File: src/rtl/pktchk_pkg.sv
package pktchk_pkg;
  // Strobes from the control FSM to the buffer datapath.
  typedef struct packed {
    logic store;    // write the current input word at the write pointer
    logic commit;   // this word closes a good packet: publish it
    logic discard;  // roll the write pointer back to the packet start
  } bufCtl_t;
endpackage

File: src/rtl/pktchk_ctrl.sv
module pktchk_ctrl
  import pktchk_pkg::*;
#(
  parameter int SIZE = 5
) (
  input  logic        clk,
  input  logic        rst,
  input  logic        clr,
  input  logic        inValid,
  input  logic        inLast,
  input  logic [15:0] hdrLen,
  input  logic        bufFull,
  output logic        inReady,
  output bufCtl_t     ctl,
  output logic        busErr
);
  localparam int DEPTH = 1 << SIZE;

  typedef enum logic [1:0] {S_HEAD, S_BODY, S_DRAIN} state_t;

  state_t      state, nState;
  logic [15:0] pktLen;
  logic [15:0] wordCnt;
  logic [15:0] nextCnt;
  logic        accept;
  logic        hdrBad;
  logic        dropNow;

  assign inReady = (state == S_DRAIN) || !bufFull;
  assign accept  = inValid && inReady;
  assign hdrBad  = (hdrLen == 16'd0) || (32'(hdrLen) > DEPTH);
  assign nextCnt = wordCnt + 16'd1;

  always_comb begin
    nState  = state;
    ctl     = '0;
    dropNow = 1'b0;
    case (state)
      S_HEAD: if (accept) begin
        ctl.store = 1'b1;
        if (hdrBad) begin
          ctl.discard = 1'b1;
          dropNow     = 1'b1;
          nState      = inLast ? S_HEAD : S_DRAIN;
        end else if (hdrLen == 16'd1) begin
          if (inLast) ctl.commit = 1'b1;
          else begin
            ctl.discard = 1'b1;
            dropNow     = 1'b1;
            nState      = S_DRAIN;
          end
        end else if (inLast) begin
          ctl.discard = 1'b1;
          dropNow     = 1'b1;
        end else begin
          nState = S_BODY;
        end
      end
      S_BODY: if (accept) begin
        ctl.store = 1'b1;
        if (nextCnt == pktLen) begin
          if (inLast) begin
            ctl.commit = 1'b1;
            nState     = S_HEAD;
          end else begin
            ctl.discard = 1'b1;
            dropNow     = 1'b1;
            nState      = S_DRAIN;
          end
        end else if (inLast) begin
          ctl.discard = 1'b1;
          dropNow     = 1'b1;
          nState      = S_HEAD;
        end
      end
      S_DRAIN: if (accept && inLast) nState = S_HEAD;
      default: nState = S_HEAD;
    endcase
  end

  always_ff @(posedge clk) begin
    if (rst || clr) begin
      state   <= S_HEAD;
      busErr  <= 1'b0;
      pktLen  <= '0;
      wordCnt <= '0;
    end else begin
      state  <= nState;
      busErr <= dropNow;
      if (accept && state == S_HEAD) begin
        pktLen  <= hdrLen;
        wordCnt <= 16'd1;
      end else if (accept) begin
        wordCnt <= nextCnt;
      end
    end
  end
endmodule

File: src/rtl/pktchk_buf.sv
module pktchk_buf
  import pktchk_pkg::*;
#(
  parameter int SIZE = 5
) (
  input  logic          clk,
  input  logic          rst,
  input  logic          clr,
  input  bufCtl_t       ctl,
  input  logic [31:0]   inData,
  output logic          bufFull,
  output logic [SIZE:0] fillLevel,
  output logic [31:0]   outData,
  output logic          outLast,
  output logic          outValid,
  input  logic          outReady
);
  localparam int DEPTH = 1 << SIZE;

  logic [32:0]   mem [DEPTH];
  logic [SIZE:0] wrPtr, cmPtr, rdPtr;

  assign fillLevel = wrPtr - rdPtr;
  assign bufFull   = fillLevel == (SIZE+1)'(DEPTH);
  assign outValid  = rdPtr != cmPtr;
  assign {outLast, outData} = mem[rdPtr[SIZE-1:0]];

  always_ff @(posedge clk) begin
    if (ctl.store) mem[wrPtr[SIZE-1:0]] <= {ctl.commit, inData};
  end

  always_ff @(posedge clk) begin
    if (rst || clr) begin
      wrPtr <= '0;
      cmPtr <= '0;
      rdPtr <= '0;
    end else begin
      if (ctl.discard)    wrPtr <= cmPtr;
      else if (ctl.store) wrPtr <= wrPtr + 1'b1;
      if (ctl.store && ctl.commit) cmPtr <= wrPtr + 1'b1;
      if (outValid && outReady)    rdPtr <= rdPtr + 1'b1;
    end
  end
endmodule

File: src/rtl/pktchk_gate.sv
module pktchk_gate
  import pktchk_pkg::*;
#(
  parameter int SIZE = 5
) (
  input  logic        clk,
  input  logic        rst,
  input  logic        clr,
  input  logic [31:0] i_tdata,
  input  logic        i_tlast,
  input  logic        i_tvalid,
  output logic        i_tready,
  output logic [31:0] o_tdata,
  output logic        o_tlast,
  output logic        o_tvalid,
  input  logic        o_tready,
  output logic        bus_error
);
  bufCtl_t       ctl;
  logic          bufFull;
  logic [SIZE:0] fillLevel;

  pktchk_ctrl #(.SIZE(SIZE)) u_ctrl (
    .clk(clk), .rst(rst), .clr(clr),
    .inValid(i_tvalid), .inLast(i_tlast), .hdrLen(i_tdata[15:0]),
    .bufFull(bufFull), .inReady(i_tready), .ctl(ctl), .busErr(bus_error)
  );

  pktchk_buf #(.SIZE(SIZE)) u_buf (
    .clk(clk), .rst(rst), .clr(clr), .ctl(ctl), .inData(i_tdata),
    .bufFull(bufFull), .fillLevel(fillLevel),
    .outData(o_tdata), .outLast(o_tlast), .outValid(o_tvalid), .outReady(o_tready)
  );
endmodule

File: config.mk
export PLATFORM = sky130hd
export DESIGN_NAME = pktchk_gate
export DESIGN_NICKNAME = d
export VERILOG_FILES = /design/src/rtl/pktchk_pkg.sv /design/src/rtl/pktchk_ctrl.sv /design/src/rtl/pktchk_buf.sv /design/src/rtl/pktchk_gate.sv
export SDC_FILE = /design/constraint.sdc
export NUM_CORES = 1
export LEC_CHECK = 0
export ABC_AREA = 1
export BUFFER_PORTS_ARGS = -buffer_cell sky130_fd_sc_hd__clkbuf_2
export CAP_MARGIN = 10
export CORE_AREA = 8 8 366 368
export CTS_BUF_LIST = sky130_fd_sc_hd__clkbuf_16
export CTS_CLUSTER_DIAMETER = 40
export CTS_CLUSTER_SIZE = 40
export DETAILED_ROUTE_END_ITERATION = 8
export DIE_AREA = 0 0 374 376
export PLACE_DENSITY = 0.52
export SETUP_SLACK_MARGIN = 0.1
export SLEW_MARGIN = 30
export SYNTH_ARGS = -nofsm -noshare
export SYNTH_HDL_FRONTEND = slang
export SYNTH_SLANG_ARGS = --single-unit
File: constraint.sdc
create_clock -name clk -period 9.6 [get_ports clk]
set_input_delay 1.44 -clock clk [delete_from_list [all_inputs] [get_ports clk]]
set_output_delay 1.44 -clock clk [all_outputs]
set_load 0.05 [all_outputs]
==> flow_summary.yaml, run 1 <==
placement:
  placed_area_sq_um: 46700
  preCtsSetupSlack_ns: 3.76
  placedCellCount: 5010
  numPortBuffers: 73
  dpl.hpwl_um: 64400
  gp_congestion: 0.759
sta:
  relSlewSlack: 0.303
  max_freq_mhz: 150
  timing.final.ws_setup_ns: 2.92
  layout_min_cycle_time_ns: 6.68
  tightest_slew_ns: 1.05
  drv_slew: 0
  setup_viol: 0
  period_share: 0.696
  finalHoldViolations: 0
  rsz0062_at_grt: "false"
  setup_tns_ns: 0
  finClkSkew_ns: 0.0440
  hold_ws_ns: 0.473
setup_path:
  critPathKind: "flip-flop to primary output"
  end_kind: "primary output"
  worstPathMaxFanout: 81
  cp.required_ns: 8.16
  rrSetupSlack_ns: 5.43
  worst-endpoint-arrival_ns: 5.24
  start_kind: "flip-flop"
drt:
  wirelength_um: 135000
  via_per_inst: 5.53
  routedWlPerCell_um: 25.6
  ant_nets: 0
  drt_iter0_drc: 3121
  vias: 29200
  firstDrtPassIters: 5
  drc: 0
clock_tree:
  cts.sinks: 1114
  post_cts_buffers: 0
  cts-root-buf: "clkbuf_16"
  cts_inserted_buffers: 146
  cts_resized: 0
  clkLatencyLatePin_ns: 0.76
  htreeDepth: 4
  cts_tree: "built"
  path_clk_slew_ns: 0.05
  cts.path.max_buffers: 3
  postCtsHoldBufs: 0
synth:
  syn-mean-instance-area_sq_um: 12.9
  syn_inst: 3437
  yosysUniqueCellTypes: 40
  ys.flop_type: "edfxtp_1"
  synth_top_area_share: 0.714
  ys_seq_area_frac: 0.740
  syn_nets: 3489
  synth_top_area_cell: "edfxtp_1"
  ys_top_cells_by_area: "edfxtp_1, o21ai_0, nor2_1"
  syn_area_sq_um: 44400
  synth_edf_count: 1056
  async_flop_share: 0
  synth_warnings: 0
  synth-seq-cells: 1114
global_routing:
  grt-ovfl-total: 0
  grt_max_degree: 209
  grt_usage: 0.185
  grt_pass1_wl_um: 194000
  grt_pass1_vias: 28200
  antenna_found_initial: 10
floorplan:
  die-area_sq_um: 141000
  core_area_sq_um: 128000
  fp-row-count: 132
  start_util: 0.346
  die_h_um: 376
  ios: 74
  die_w_um: 374
hold_path:
  hp-class: "flip-flop to flip-flop"
run_status:
  outcome: "completed"
flow_run:
  maxCapViolCount: 0
layout:
  fill_cells: 11900
  final_area_sq_um: 51600
  layout_commonest_cell: "edfxtp_1"
  area_growth_pct: 16.2
  fin_cells: 5285
  fin_nets: 3536
  final_cell_mix: "edfxtp_1, nor2_1, o21ai_0, o221ai_1, clkbuf_16"
  drive_gt1_frac: 0.121
power_and_ir_drop:
  vdd_drop_max_uv: 179
  p_int_mw: 8.67
  comb_power_share: 0.021
  pwr-share-clk: 0.493
  switching_share: 0.211
  power_density_nw_per_um2: 213
  p_seq_frac: 0.486
  p_leak_nw: 16.7
  p_sw_mw: 2.32
## routing by layer
layer  routed length, um  global-route usage  share of wire
met5                  39                   0        0.00029
met4                3460              0.0554          0.026
met3                8290              0.0301          0.061
met2               63800               0.306           0.47
met1               59900               0.252           0.44
## critical path, cell delays in order, from the launching register on
cell	delay (ns)
dfxtp_4	0.84
buf_4	0.78
buf_4	0.87
o21ai_0	0.20
o22ai_1	0.21
nor2_1	0.06
nor2_1	0.12
o21ai_1	0.10
a32oi_1	0.81
clkbuf_2	0.42
## Yosys cell counts (all sizes together), types with 8 or more instances
master / count
nor3: 9
ha: 14
o21ai: 602
clkbuf: 167
a31oi: 35
edfxtp: 1056
o22ai: 76
o221ai: 188
dfxtp: 58
nor2: 695
nand3: 131
a21oi: 48
xor2: 8
nand2: 154
buf: 71
nand4: 9
a32oi: 29
inv: 71
## cells by family (layout without fill, tap and decap cells)
| family | Yosys count | count (layout) | synth area share |
|---|---|---|---|
| buffers and inverters | 309 | 479 | 0.0287 |
| other | 0 | 3 | 0 |
| flip-flops | 1114 | 1114 | 0.740 |
| adder cells (fa/ha/maj) | 14 | 14 | 0.00394 |
| AO/OA/AOI/OAI | 980 | 980 | 0.132 |
| AND/OR/NAND/NOR | 1009 | 1009 | 0.0929 |
| XOR/XNOR | 11 | 11 | 0.00217 |
## power groups by stage
stage / Sequential (mW) / Clock, mW / Combinational, mW
after global placement: 5.44 / 0 / 0.229
final: 5.34 / 5.42 / 0.229
after CTS: 5.34 / 5.49 / 0.231
after floorplan: 5.44 / 0 / 0.0993
after detailed placement: 5.44 / 0 / 0.231
after global routing: 5.34 / 5.69 / 0.246
## sequential cells by signal, summed over array words and instances, names as in the netlist, named ones only
| name | count |
|---|---|
| u_buf.mem | 1056 |
| u_ctrl.wordCnt | 16 |
| u_buf.rdPtr | 6 |
| u_ctrl.state | 2 |
| u_ctrl.pktLen | 16 |
| u_buf.wrPtr | 6 |
| u_buf.cmPtr | 6 |
| u_ctrl.busErr | 1 |
## per-stage QoR
step | util | total power [mW]
floorplan | - | 5.54
global placement | 0.364 | 5.67
detailed placement | 0.364 | 5.67
CTS | 0.402 | 11.1
global route | 0.402 | 11.3
finish | 0.402 | 11.0
## final timing paths
check / startpoint / to / cells past startpoint
worst max-delay path: flip-flop / o_tdata[8] / 9
worst min-delay path: u_ctrl.pktLen[13]$_SDFFE_PP0P_ / u_ctrl.pktLen[13]$_SDFFE_PP0P_ / 2
worst max register to register: u_buf.rdPtr[3]$_SDFFE_PP0P_ / u_buf.mem[19][28]$_DFFE_PP_ / 13
worst min register to register: u_ctrl.pktLen[13]$_SDFFE_PP0P_ / u_ctrl.pktLen[13]$_SDFFE_PP0P_ / 2
## area by class of cell
class / instances / area, sq um / area share
inverter: 71 / 294 / 0.00570
sequential: 1114 / 32900 / 0.637
tap: 1675 / 2100 / 0.0406
multi-input combinational: 2014 / 10500 / 0.204
timing repair buffer: 137 / 916 / 0.0177
clock inverter: 120 / 1120 / 0.0217
antenna: 3 / 7.51 / 0.000145
clock buffer: 151 / 3780 / 0.0732
(Power assumes the default switching activity.)
==> run 2: changes to the inputs <==
--- a/config.mk
+++ b/config.mk
@@ -14,7 +14,7 @@
 export CTS_CLUSTER_SIZE = 40
 export DETAILED_ROUTE_END_ITERATION = 8
 export DIE_AREA = 0 0 374 376
-export PLACE_DENSITY = 0.52
+export PLACE_DENSITY = 0.54
 export SETUP_SLACK_MARGIN = 0.1
 export SLEW_MARGIN = 30
 export SYNTH_ARGS = -nofsm -noshare
==> constraint.sdc (replaced) <==
create_clock -name clk -period 6 [get_ports clk]
set_input_delay 0.9 -clock clk [delete_from_list [all_inputs] [get_ports clk]]
set_output_delay 0.9 -clock clk [all_outputs]
set_load 0.05 [all_outputs]
==> run 2 against run 1 <==
  * Via count increased by 0.97%
  * Count of clock-buffer cells in the layout fell by 8
  * Critical path depth shrank 1
  * Die area stayed put
  * Highest routed layer unchanged
==> flow_summary.yaml, run 2 (synthesized netlist as in run 1, its figures left out) <==
clock_tree:
  htreeDepth: 4
  cts_inserted_buffers: 140
  cts_tree: "built"
  cts-root-buf: "clkbuf_16"
  path_clk_slew_ns: 0.06
  clkLatencyLatePin_ns: 0.75
  postCtsHoldBufs: 0
  cts_resized: 0
  cts.path.max_buffers: 3
  post_cts_buffers: 0
  cts.sinks: 1114
placement:
  placed_area_sq_um: 47100
  placedCellCount: 5037
  dpl.hpwl_um: 70400
  gp_congestion: 0.757
  numPortBuffers: 73
power_and_ir_drop:
  power_density_nw_per_um2: 335
  vdd_drop_max_uv: 228
  p_leak_nw: 16.7
  p_total_mw: 17.4
hold_path:
  hold_start: "u_ctrl.pktLen[14]$_SDFFE_PP0P_"
  hp-class: "flip-flop to flip-flop"
drt:
  drt_iter0_drc: 3416
  drc: 0
  routedWlPerCell_um: 25.5
  ant_nets: 0
  via_per_inst: 5.56
  firstDrtPassIters: 5
  vias: 29500
  wirelength_um: 135000
layout:
  final_area_sq_um: 51800
  largest_reg_flops: 1056
  drive_gt1_frac: 0.128
  layout_commonest_cell: "edfxtp_1"
  fin_nets: 3556
  final_cell_mix: "edfxtp_1, nor2_1, o21ai_0, o221ai_1, nand2_1"
  fin_cells: 5302
  area_growth_pct: 16.6
global_routing:
  grt-ovfl-total: 0
  grt_max_degree: 191
  grt_pass1_wl_um: 195000
  grt_usage: 0.185
  grt_pass1_vias: 28100
  antenna_found_initial: 10
floorplan:
  start_util: 0.346
  core_area_sq_um: 128000
  die-area_sq_um: 141000
  ios: 74
  fp-row-count: 132
  die_w_um: 374
  die_h_um: 376
setup_path:
  critPathKind: "flip-flop to primary output"
  worst-endpoint-arrival_ns: 4.08
  rrSetupSlack_ns: 1.99
  end_kind: "primary output"
  r2r_cells: 13
  cp.required_ns: 5.10
  timing.rr.start: "u_buf.rdPtr[3]$_SDFFE_PP0P_"
  r2r-end: "u_buf.mem[5][14]$_DFFE_PP_"
  start_kind: "flip-flop"
  worstPathMaxFanout: 76
  crit_end: "o_tdata[2]"
sta:
  finClkSkew_ns: 0.0227
  drv_slew: 0
  period_share: 0.831
  rsz0062_at_grt: "false"
  finalHoldViolations: 0
  relSlewSlack: 0.339
  tightest_slew_ns: 0.989
  setup_viol: 0
  setup_tns_ns: 0
  hold_ws_ns: 0.471
  layout_min_cycle_time_ns: 4.98
  max_freq_mhz: 201
flow_run:
  maxCapViolCount: 0
run_status:
  outcome: "completed"
[run 2: cell count changes in the layout (fill, tap and decap cells not counted), moves of 3 or more]
cell | previous run | this run
buf_16 | 1 | 5
diode_2 | 3 | 7
clkinvlp_4 | 8 | 13
inv_6 | 16 | 20
inv_8 | 3 | 6
clkbuf_16 | 151 | 143
buf_4 | 59 | 74
inv_1 | 89 | 74
clkinv_4 | 13 | 9
buf_12 | 4 | 10
[run 2: report_power, final]
part           switching [mW]  internal (mW)  total (mW)
sequential             0.0103           8.53        8.54
combinational           0.297         0.0659       0.363
clock                    3.47           4.99        8.45
[run 2: worst max-delay path: stages (launching register included)]
cell      delay, ns
dfxtp_4        0.75
buf_4          0.74
o21ai_0        0.22
o22ai_1        0.20
nor2_1         0.06
nor2_1         0.12
o21ai_1        0.09
a32oi_1        0.69
clkbuf_2       0.41
[run 2: per-layer routing]
layer	vias to the layer above	global-route usage	wire length [um]
met5	-	0	21
met4	4	0.0585	3370
met3	216	0.0266	9170
met2	1136	0.298	63100
met1	15000	0.260	59400
li1	13100	-	-
[run 2: stage by stage]
stage                     worst slack (ns)  utilization
after floorplan                       1.63            -
after global placement                1.73        0.365
after detailed placement              1.84        0.367
after CTS                             1.01        0.403
after global routing                 0.842        0.403
final                                 1.02        0.404
[run 2: area by class of cell]
cell class	count	area (sq um)
fillers	11900	76500
flip-flops and latches	1114	32900
multi-input cells	2014	10500
clock buffers	143	3580
well taps	1675	2100
repair buffers	163	1270
clock inverters	115	1130
inverters	71	292
diodes	7	17.5
[run 2: how the worst min path moves through the flow]
| stage | endpoint | slack, ns | cells past startpoint |
|---|---|---|---|
| CTS | u_ctrl.pktLen[4]$_SDFFE_PP0P_ | 0.47 | 2 |
| finish | u_ctrl.pktLen[14]$_SDFFE_PP0P_ | 0.47 | 2 |
| detailed placement | u_ctrl.pktLen[13]$_SDFFE_PP0P_ | 0.46 | 2 |
| global route | u_ctrl.pktLen[11]$_SDFFE_PP0P_ | 0.49 | 2 |
| global placement | u_ctrl.pktLen[14]$_SDFFE_PP0P_ | 0.46 | 2 |
| floorplan | u_ctrl.pktLen[4]$_SDFFE_PP0P_ | 0.44 | 2 |
